**config.mk**
```make
export PLATFORM = sky130hd
export DESIGN_NAME = prescaled_timer
export DESIGN_NICKNAME = d
export VERILOG_FILES = /design/src/rtl/tmr_pkg.sv /design/src/rtl/tmr_prescaler.sv /design/src/rtl/tmr_edge_qual.sv /design/src/rtl/tmr_count_core.sv /design/src/rtl/tmr_flag.sv /design/src/rtl/prescaled_timer.sv
export SDC_FILE = /design/constraint.sdc
export NUM_CORES = 1
export LEC_CHECK = 0
export BUFFER_PORTS_ARGS = -buffer_cell sky130_fd_sc_hd__buf_2
export CORE_MARGIN = 8
export CORE_UTILIZATION = 45
export DETAILED_ROUTE_END_ITERATION = 10
export GPL_TIMING_DRIVEN = 0
export MAX_ROUTING_LAYER = met4
export PLACE_DENSITY = 0.77
export RECOVER_POWER = 100
export SYNTH_ARGS = -nofsm -noshare
export SYNTH_HDL_FRONTEND = slang
export SYNTH_HIERARCHICAL = 1
export SYNTH_SLANG_ARGS = --single-unit
```
**constraint.sdc**
```tcl
create_clock -name clk -period 2.11 [get_ports clk]
set_clock_uncertainty 0.2 [all_clocks]
set_input_delay 0.1055 -clock clk [delete_from_list [all_inputs] [get_ports clk]]
set_output_delay 0.1055 -clock clk [all_outputs]
set_load 0.02 [all_outputs]
```
**src/rtl/tmr_pkg.sv**
```systemverilog
package tmr_pkg;

    localparam int CNT_W = 4;
    localparam int PRE_W_DEF = 6;

    typedef enum logic {
        MODE_TIMER = 1'b0,
        MODE_EVENT = 1'b1
    } tmr_mode_e;

    typedef struct packed {
        logic [CNT_W-1:0] value;
        logic             wrap;
    } step_t;

    // Next counter value for one step; wraps onto the reload base.
    function automatic step_t advance(input logic [CNT_W-1:0] cur,
                                      input logic [CNT_W-1:0] base);
        step_t s;
        if (cur == {CNT_W{1'b1}}) begin
            s.value = base;
            s.wrap  = 1'b1;
        end else begin
            s.value = cur + 1'b1;
            s.wrap  = 1'b0;
        end
        return s;
    endfunction

endpackage

```
**src/rtl/tmr_prescaler.sv**
```systemverilog
module tmr_prescaler #(
    parameter int PRE_W = tmr_pkg::PRE_W_DEF
) (
    input  logic clk,
    input  logic rst,
    input  logic halt,
    output logic wrap_pulse
);
    localparam logic [PRE_W-1:0] TOP = {PRE_W{1'b1}};

    logic [PRE_W-1:0] phase;

    always_ff @(posedge clk) begin
        if (rst)
            phase <= '0;
        else if (!halt)
            phase <= phase + 1'b1;
    end

    assign wrap_pulse = !halt && (phase == TOP);


    pulse_single_chk: assert property (@(posedge clk) disable iff (rst)
        wrap_pulse |=> !wrap_pulse);

endmodule

```
**src/rtl/tmr_edge_qual.sv**
```systemverilog
module tmr_edge_qual #(
    parameter int SYNC_STAGES = 2,
    parameter int HOLD_CYC    = 2
) (
    input  logic clk,
    input  logic rst,
    input  logic pin,
    output logic rise
);
    localparam int HW = $clog2(HOLD_CYC + 1);
    localparam logic [HW-1:0] HLIM = HW'(HOLD_CYC - 1);

    logic [SYNC_STAGES-1:0] chain;
    logic                   settled;
    logic                   level;
    logic [HW-1:0]          held;
    logic                   differ;
    logic                   accept;

    assign settled = chain[SYNC_STAGES-1];
    assign differ  = settled != level;
    assign accept  = differ && (held == HLIM);
    assign rise    = accept && settled;

    always_ff @(posedge clk) begin
        if (rst) begin
            chain <= '0;
            level <= 1'b0;
            held  <= '0;
        end else begin
            chain <= {chain[SYNC_STAGES-2:0], pin};
            if (!differ) begin
                held <= '0;
            end else if (accept) begin
                level <= settled;
                held  <= '0;
            end else begin
                held <= held + 1'b1;
            end
        end
    end


    rise_single_chk: assert property (@(posedge clk) disable iff (rst)
        rise |=> !rise);


    rise_needs_hold_chk: assert property (@(posedge clk) disable iff (rst)
        rise |-> $past(settled));

endmodule

```
**src/rtl/tmr_count_core.sv**
```systemverilog
module tmr_count_core
    import tmr_pkg::*;
(
    input  logic             clk,
    input  logic             rst,
    input  logic             load,
    input  logic [CNT_W-1:0] preset,
    input  logic             step_en,
    output logic [CNT_W-1:0] count,
    output logic             wrap
);
    logic [CNT_W-1:0] base;
    step_t            nxt;

    always_comb begin
        nxt  = advance(count, base);
        wrap = step_en && !load && nxt.wrap;
    end

    always_ff @(posedge clk) begin
        if (rst) begin
            count <= '0;
            base  <= '0;
        end else if (load) begin
            count <= preset;
            base  <= preset;
        end else if (step_en) begin
            count <= nxt.value;
        end
    end


    load_take_chk: assert property (@(posedge clk) disable iff (rst)
        load |=> count == $past(preset));


    wrap_reload_chk: assert property (@(posedge clk) disable iff (rst)
        wrap |=> count == base);

endmodule

```
**src/rtl/tmr_flag.sv**
```systemverilog
module tmr_flag (
    input  logic clk,
    input  logic rst,
    input  logic set,
    input  logic clr,
    output logic flag
);
    always_ff @(posedge clk) begin
        if (rst)
            flag <= 1'b0;
        else if (set)
            flag <= 1'b1;
        else if (clr)
            flag <= 1'b0;
    end


    set_wins_chk: assert property (@(posedge clk) disable iff (rst)
        set |=> flag);


    clr_drop_chk: assert property (@(posedge clk) disable iff (rst)
        (clr && !set) |=> !flag);

endmodule

```
**src/rtl/prescaled_timer.sv**
```systemverilog
module prescaled_timer
    import tmr_pkg::*;
#(
    parameter int PRE_W       = PRE_W_DEF,
    parameter int SYNC_STAGES = 2,
    parameter int HOLD_CYC    = 2
) (
    input  logic             clk,
    input  logic             rst,
    input  logic             halt,
    input  logic             mode,
    input  logic             load,
    input  logic [CNT_W-1:0] preset,
    input  logic             ext_pin,
    input  logic             flag_clr,
    output logic [CNT_W-1:0] count,
    output logic             flag,
    output logic             pre_ovf
);
    tmr_mode_e sel;
    logic      ev_rise;
    logic      step_en;
    logic      wrap;

    assign sel = tmr_mode_e'(mode);

    tmr_prescaler #(.PRE_W(PRE_W)) u_pre (
        .clk        (clk),
        .rst        (rst),
        .halt       (halt),
        .wrap_pulse (pre_ovf)
    );

    tmr_edge_qual #(.SYNC_STAGES(SYNC_STAGES), .HOLD_CYC(HOLD_CYC)) u_qual (
        .clk  (clk),
        .rst  (rst),
        .pin  (ext_pin),
        .rise (ev_rise)
    );

    always_comb begin
        step_en = 1'b0;
        if (!halt) begin
            case (sel)
                MODE_TIMER: step_en = pre_ovf;
                MODE_EVENT: step_en = ev_rise;
                default:    step_en = 1'b0;
            endcase
        end
    end

    tmr_count_core u_core (
        .clk     (clk),
        .rst     (rst),
        .load    (load),
        .preset  (preset),
        .step_en (step_en),
        .count   (count),
        .wrap    (wrap)
    );

    tmr_flag u_flag (
        .clk  (clk),
        .rst  (rst),
        .set  (wrap),
        .clr  (flag_clr),
        .flag (flag)
    );


    halt_freeze_chk: assert property (@(posedge clk) disable iff (rst)
        (halt && !load) |=> $stable(count));


    flag_on_wrap_chk: assert property (@(posedge clk) disable iff (rst)
        (wrap && !$past(flag)) |=> $rose(flag));

endmodule

```
==> out/results.ini, run 1 <==
[synth]
synth_top_family_by_area=simple AND/OR/NAND/NOR gates
synth_area_leader_cell=dfxtp_1
netlist_area_sq_um=895.9
ys_ff_latch=20
netlist_top_cells_count=dfxtp_1 (20), nor2_1 (14), nand2_1 (9), a21oi_1 (7), nand2b_1 (6)
postSynthCellCount=98
synth-compound-area-share_pct=10.61
yosys.cell_count.top_type=dfxtp_1
synth.top_cells.by_area=dfxtp_1 (45%), nor2_1 (5.9%), mux2i_1 (4.5%)
synth_ff_type=dfxtp_1
synth_fp_nets=112
synthSimpleGateAreaFrac_pct=27.79
synth-adder-area-share_pct=4.190
ys_types=28
synthMuxAreaShare_pct=5.726
synth-edff-count=0
synth_top_area_share_pct=44.69
synth_xor_area_share_pct=4.888
synth_area_per_cell_sq_um=9.141
async_flop_share_pct=0
ys_seq_area_share_pct=44.69
yosys_warnings=6

[worst_hold_path]
hp-class=flop to flop
hold_path_depth=1

[floorplanning]
core-area_sq_mm=0.001922
start_util_pct=46.61
rows=16
die_area_sq_mm=0.003675
io_pins=17
die_h_microns=60.62
fp.dieW_microns=60.62

[layout]
diodes=0
area.growth.synth_to_final_pct=31.01
fin_nets=144
fin_cells=156
drive_above_1_share_pct=17.05

[timing]
worst_pin_slew_ns=0.6242
drv_slew=0
rsz0062_at_grt=false
layout_min_cycle_time_ns=1.925
clock.fmax_ghz=0.5194
setup_violations=0
period_share_pct=91.25
slew_headroom_pct=58.38
hold_viol=0
hold_slack_ns=0.2379

[grt]
grt_pass1_vias=752
grt_usage_pct=11.58
grt_start_max_net_pins=15
grt_antenna_before_repair=0
overflow=0
grt_pass1_wl_mm=3.201

[setup_path]
path_max_fanout=9
r2r_slack_ns=0.20
r2r_cells=9
crit_arrival_ns=1.96
slowest_stage=dlygate4sd3_1
start_kind=input pin
critPathRequiredTime_ns=2.15
cpPeakStageDelay_ns=0.53
critical_path_class=input pin to flop
cpMostUsedCell=nor2_1
endpoint_kind=flop
cp_cell_sequence=dlygate4sd3_1, buf_2, nand4b_1, nor2_4, mux2i_1, nor2_1, buf_4, nor2_1, a211o_1, a21oi_1

[clock_network]
cts_tree=yes
clk_latency_ns=0.31
h-tree-depth=1
cts_made_buffers=3
clk_pin_slew_worst_paths_ns=0.12
clock_path_buffers=2
clock-sinks=20
cts_root_buf=clkbuf_4

[drt]
drc=0
drt_first_pass_iters=4
routed_wl_mm=1.842
drtAntennaViolNets=0
wire_per_inst_microns=11.81
drt_iter0_drc=14
avgViaCountPerCell=4.936
vias=770

[outcome]
outcome=finished clean

[run]
drv_cap=0

[power]
ir_drop_v=0.0005857
total_leakage_power_nw=0.4742
power_density_mw_per_mm2=684.8

[placement]
portBuffers=16
dp_hpwl_mm=1.321
placedCellCount=141
routabilityCongestion=0.7424

## layout by cell type (no fill, tap or decap), drive strengths merged
| cell | n |
|---|---|
| nor3 | 1 |
| a211oi | 1 |
| dfxtp | 20 |
| ha | 3 |
| xor2 | 3 |
| dlygate4sd3 | 10 |
| nor2b | 4 |
| a41oi | 1 |
| and3 | 1 |
| buf | 10 |
| nor4 | 3 |
| bufinv | 1 |
| and2b | 1 |
| inv | 2 |
| mux2 | 1 |
| nor2 | 14 |
| nand2 | 9 |
| nand2b | 6 |
| a21oi | 9 |
| o21bai | 1 |
| nand4 | 3 |
| clkbuf | 13 |
| o21ai | 2 |
| mux2i | 4 |
| xnor2 | 2 |
| nand3 | 1 |
| nand4b | 2 |
| a211o | 1 |
## worst max-delay path: cells and delay by family
family / cells / cell delay [ns]
multiplexers: 1 / 0.08
AO/OA/AOI/OAI: 2 / 0.39
buffers and inverters: 3 / 0.86
AND/OR/NAND/NOR: 4 / 0.53
## kinds of logic (layout without fill, tap and decap cells)
| kind of cell | Yosys count | after routing |
|---|---|---|
| flip-flops | 20 | 20 |
| AND/OR/NAND/NOR | 45 | 45 |
| AO/OA/AOI/OAI | 15 | 15 |
| buffers and inverters | 5 | 36 |
| XOR/XNOR | 5 | 5 |
| adder cells (fa/ha/maj) | 3 | 3 |
| multiplexers | 5 | 5 |
## metal layers
layer  up-vias  wire length [microns]  global-route usage (%)
met5         -                      0                       -
met4         0                      8                   2.990
met1       354                    842                   12.59
li1        399                      -                       -
met2        15                    910                   19.00
met3         2                     81                   4.873
## sequential cells by signal, summed over array words and instances, names as in the netlist
signal and count:
u_qual/chain 2, u_pre/phase 6, u_core/base 4, u_qual/held 2
u_qual/level 1, u_flag/flag 1, u_core/count 4
## power breakdown
group | internal, mW | total, mW | switching (mW) | leakage [nW]
registers | 0.394 | 0.410 | 0.0164 | 0.165
clock network | 0.192 | 0.314 | 0.122 | 0.0279
logic | 0.0419 | 0.0796 | 0.0376 | 0.282
## stage by stage
| step | power, mW | TNS, ns | setup slack (ns) | area, sq um | util (%) |
|---|---|---|---|---|---|
| floorplan | 0.4569 | 0 | 0.02498 | 903.4 | - |
| global placement | 0.4822 | -0.01097 | -0.006821 | 1017 | 52.93 |
| detailed placement | 0.4857 | -0.2047 | -0.07715 | 1017 | 52.93 |
| CTS | 0.8135 | 0 | 0.002181 | 1171 | 60.94 |
| global route | 0.8368 | 0 | 0.008313 | 1174 | 61.07 |
| finish | 0.8037 | 0 | 0.1846 | 1174 | 61.07 |
## worst paths after layout
kind / startpoint / end
worst max-delay path: halt / u_core/count[1]
worst min-delay path: u_qual/held[0] / u_qual/held[0]
worst max register to register: u_pre/phase[0] / u_core/count[1]
worst min register to register: u_qual/held[0] / u_qual/held[0]
## layout make-up
class / count / area [sq um]
plain buffers: 3 / 15.01
clock buffers: 3 / 22.52
clock inverters: 1 / 30.03
fillers: 191 / 748.2
inverters: 2 / 7.507
multi-input cells: 73 / 480.5
flip-flops and latches: 20 / 405.4
well taps: 27 / 33.78
repair buffers: 27 / 178.9
## what timing repair did
item,in CTS,in global routing
pin swaps,0,1
setup buffers,0,1
setup endpoints to repair,5,5
gates resized for setup,1,6
hold buffers,10,0
endpoints found under the hold margin,19,0
No activity file was read; power rests on OpenSTA's default activity.
==> run 2: changes to the inputs <==
Settings changed: CORE_UTILIZATION 45 to 50, PLACE_DENSITY 0.77 to 0.83.
==> out/results.ini, run 2 (synthesized netlist as in run 1, its figures left out) <==
[grt]
overflow=0
grt_pass1_vias=785
grt_usage_pct=12.48
grt_antenna_before_repair=0
grt_pass1_wl_mm=3.270
grt_start_max_net_pins=15

[clock_network]
clock-sinks=20
cts_root_buf=clkbuf_4
cts_made_buffers=3
clk_latency_ns=0.30
h-tree-depth=1
clock_path_buffers=2
clk_pin_slew_worst_paths_ns=0.11
cts_tree=yes

[setup_path]
start_kind=input pin
critPathRequiredTime_ns=2.15
worstReg2RegStart=u_pre/phase[0]
cp_cell_sequence=dlygate4sd3_1, buf_2, nand4b_1, nor2_4, mux2i_1, nor2_1, buf_4, buf_4, nand4_1, nor2_1, inv_1, a21oi_2
critPathCapture=u_flag/flag
crit_arrival_ns=2.03
cpPeakStageDelay_ns=0.54
slowest_stage=dlygate4sd3_1
r2r_cells=11
cp_num_buf_inv=5
cpLargestDelayFamily=buffers and inverters
crit_start=halt
r2r_slack_ns=0.13
critical_path_class=input pin to flop
cp.depth=12
rr_endpoint=u_flag/flag
path_max_fanout=7
endpoint_kind=flop

[drt]
avgViaCountPerCell=5.039
vias=781
wire_per_inst_microns=12.75
drt_first_pass_iters=4
drc=0
routed_wl_mm=1.976
drtAntennaViolNets=0
drt_iter0_drc=18

[layout]
area.growth.synth_to_final_pct=31.70
diodes=0
fin_cells=155
final_common_cell=dfxtp_1
drive_above_1_share_pct=18.46
fin_util_pct=69.08
largest-register=u_pre/phase
nFillCells=150
largest_reg_flops=6
fin_area_sq_mm=0.001180
fin_nets=145
layout_common_cells=dfxtp_1 (18), nor2_1 (13), dlygate4sd3_1 (10), buf_2 (10), nand2_1 (9)
reg_top3=u_pre/phase: 6 flops, u_core/base: 4 flops, u_core/count: 4 flops

[timing]
clock.fmax_ghz=0.5015
hold_viol=0
finalWorstSetupSlack_ns=0.1159
setup_violations=0
slew_headroom_pct=59.34
drv_slew=0
hold_slack_ns=0.2426
worst_pin_slew_ns=0.6099
layout_min_cycle_time_ns=1.994
period_share_pct=94.51
tns_ns=0

[worst_hold_path]
hold_path_depth=1
hp-class=flop to flop

[floorplanning]
core-area_sq_mm=0.001708
fp.dieW_microns=58.33
die_h_microns=58.33
io_pins=17
die_area_sq_mm=0.003402
start_util_pct=52.45
rows=15

[power]
ir_drop_v=0.0004617
p_seq_share_pct=51.3
clockPowerShare_pct=38.4
p_total_uw=799.2
cellInternalPower_uw=627.6
combPwrFrac_pct=10.3
total_leakage_power_nw=0.4842
p_sw_uw=171.6
power_density_mw_per_mm2=677.3
swShare_pct=21.47

[placement]
placed_cell_area_sq_mm=0.001015
dp_hpwl_mm=1.411
routabilityCongestion=0.7643
placedCellCount=139
dp_slack_ns=-0.1405
portBuffers=16

[outcome]
outcome=finished clean

[run]
drv_cap=0

==> run 2: worst min-delay path by stage <==
stage / startpoint / slack (ns) / to
final: u_qual/held[0] / 0.24 / u_qual/held[0]
after global routing: u_qual/held[0] / 0.27 / u_qual/held[0]
after CTS: u_qual/held[0] / 0.25 / u_qual/held[0]
after detailed placement: ext_pin / 0.13 / u_qual/chain[0]
after global placement: ext_pin / 0.13 / u_qual/chain[0]
after floorplan: rst / -0.03 / u_flag/flag
==> run 2: final cells by class <==
| type | instances | area [sq um] | share of cell area, % |
|---|---|---|---|
| repair buffers | 28 | 187.7 | 15.91 |
| plain buffers | 3 | 15.01 | 1.273 |
| multi-input cells | 73 | 478.0 | 40.51 |
| clock inverters | 1 | 30.03 | 2.545 |
| well taps | 25 | 31.28 | 2.651 |
| clock buffers | 3 | 22.52 | 1.909 |
| flip-flops and latches | 20 | 407.9 | 34.57 |
| inverters | 2 | 7.507 | 0.6363 |
==> run 2: power groups by stage <==
| stage | clock network, mW | logic (mW) | registers [mW] |
|---|---|---|---|
| floorplan | 0 | 0.0371 | 0.420 |
| finish | 0.307 | 0.0825 | 0.410 |
| CTS | 0.314 | 0.0843 | 0.410 |
| detailed placement | 0 | 0.0696 | 0.418 |
| global placement | 0 | 0.0654 | 0.416 |
| global route | 0.332 | 0.0919 | 0.412 |
==> run 2: layer usage <==
metal	up-vias	GRT usage [%]	wire (microns)
met5	-	-	0
met4	0	4.196	16
li1	406	-	-
met1	360	13.42	850
met2	13	22.52	1058
met3	2	2.174	51
==> run 2: what timing repair did <==
item / 4_1_cts / 5_1_grt
hold buffers: 10 / 0
setup endpoints to repair: 5 / 5
buffers inserted: 0 / 2
pin swaps: 0 / 1
cloned: 0 / 0
endpoints found under the hold margin: 19 / 0
gates resized for setup: 3 / 5
==> run 3: changes to the inputs <==
Settings changed: CORE_UTILIZATION 50 to 52, PLACE_DENSITY 0.83 to 0.86.
==> out/results.ini, run 3 (synthesized netlist as in run 1, its figures left out) <==
[outcome]
outcome=finished clean

[drt]
drtAntennaViolNets=0
wire_per_inst_microns=13.23
routed_wl_mm=1.984
avgViaCountPerCell=5.247
drt_first_pass_iters=4
drc=0
drt_iter0_drc=12
vias=787

[clock_network]
cts_root_buf=clkbuf_4
clk_latency_ns=0.29
cts_made_buffers=3
clock_path_buffers=2
cts_tree=yes
clk_pin_slew_worst_paths_ns=0.11
h-tree-depth=1
clock-sinks=20

[layout]
largest_reg_flops=6
drive_above_1_share_pct=20.30
fin_nets=148
fin_cells=150
final_common_cell=dfxtp_1
largest-register=u_pre/phase
diodes=0
area.growth.synth_to_final_pct=33.66
layout_common_cells=dfxtp_1 (18), nor2_1 (13), dlygate4sd3_1 (9), buf_2 (9), nand2_1 (9)
reg_top3=u_pre/phase: 6 flops, u_core/base: 4 flops, u_core/count: 4 flops
nFillCells=128

[grt]
grt_usage_pct=12.35
grtUsageMet2_pct=21.54
grt_pass1_wl_mm=3.194
busiest_layer=met2
met1_usage_pct=12.55
grtUsageMet3_pct=3.587
grt_antenna_before_repair=0
overflow=0
grt_pass1_vias=796
grt_start_max_net_pins=15

[timing]
worst_pin_slew_ns=0.6105
layout_min_cycle_time_ns=1.998
period_share_pct=94.70
drv_slew=0
setup_violations=0
clock.fmax_ghz=0.5004
hold_viol=0
slew_headroom_pct=59.30
tns_ns=0

[run]
drv_cap=0

[setup_path]
start_kind=flop
path_max_fanout=8
critPathRequiredTime_ns=2.14
cp_num_buf_inv=3
critical_path_class=flop to flop
endpoint_kind=flop
cpLargestDelayFamily=simple AND/OR/NAND/NOR gates
crit_arrival_ns=2.03
slowest_stage=dfxtp_4
cp_cell_sequence=ha_1, nand4b_1, nor2_4, mux2i_1, nor2_1, buf_4, buf_4, nand4_1, nor2_1, inv_1, a21oi_2
cpPeakStageDelay_ns=0.36

[floorplanning]
rows=15
fp.dieW_microns=57.51
core-area_sq_mm=0.001670
start_util_pct=53.63
die_area_sq_mm=0.003307
die_h_microns=57.51
io_pins=17

[placement]
routabilityCongestion=0.7696
portBuffers=16
placedCellCount=131
dp_hpwl_mm=1.342

[worst_hold_path]
hp-class=input pin to flop

[power]
power_density_mw_per_mm2=668.1
ir_drop_v=0.0006205
total_leakage_power_nw=0.5092

run 3: what timing repair did:
action | 4_1_cts | 5_1_grt
hold buffers | 10 | 0
endpoints found under the hold margin | 19 | 0
setup endpoints to repair | 5 | 4
pin swaps | 0 | 4
buffers inserted | 0 | 6
gates resized for setup | 3 | 7
gates cloned | 0 | 0
run 3: area by class of cell:
type	instances	area, sq um	area share, %
buffer	3	15.01	1.254
clock buffer	3	22.52	1.881
clock inverter	1	30.03	2.508
inverter	2	7.507	0.6270
multi-input combinational	73	478.0	39.92
sequential	20	407.9	34.06
tap	17	21.27	1.776
timing repair buffer	31	215.2	17.97
run 3: power by group:
| part | internal [mW] | switching [mW] |
|---|---|---|
| clock network | 0.192 | 0.109 |
| registers | 0.393 | 0.0139 |
| logic | 0.0472 | 0.0447 |
| total | 0.632 | 0.168 |
run 3: path summary, 6_finish.rpt:
| check | slack, ns | from | end | cells after the start |
|---|---|---|---|---|
| worst min register to register | 0.24 | u_qual/held[0] | u_qual/held[0] | 1 |
| worst min-delay path | 0.15 | halt | u_pre/phase[1] | 3 |
| worst max-delay path | 0.11 | u_pre/phase[1] | u_flag/flag | 11 |
| worst max register to register | 0.11 | u_pre/phase[1] | u_flag/flag | 11 |
run 3: worst reg2reg max path: stages (launching register included):
cell	delay (ns)
dfxtp_4	0.36
ha_1	0.17
nand4b_1	0.20
nor2_4	0.15
mux2i_1	0.09
nor2_1	0.12
buf_4	0.16
buf_4	0.12
nand4_1	0.08
nor2_1	0.12
inv_1	0.06
a21oi_2	0.11
run 3: per-layer routing:
metal | share of wire, % | up-vias
li1 | - | 409
met1 | 44 | 365
met2 | 52 | 13
met3 | 3.8 | 0
met4 | 0 | 0
met5 | 0 | -
run 3: metrics by stage:
stage / hold slack, ns / total power [mW] / setup slack (ns) / utilization, % / cell area [sq um]
final: 0.1505 / 0.7999 / 0.1118 / 71.69 / 1197
after global routing: 0.1784 / 0.8405 / -0.03075 / 71.69 / 1197
after CTS: 0.2480 / 0.8042 / 0.01869 / 69.51 / 1161
after detailed placement: 0.1323 / 0.4870 / -0.1416 / 60.15 / 1005
after global placement: 0.1227 / 0.4817 / 0.0008067 / 60.15 / 1005
after floorplan: -0.03206 / 0.4569 / 0.02498 / - / 903.4
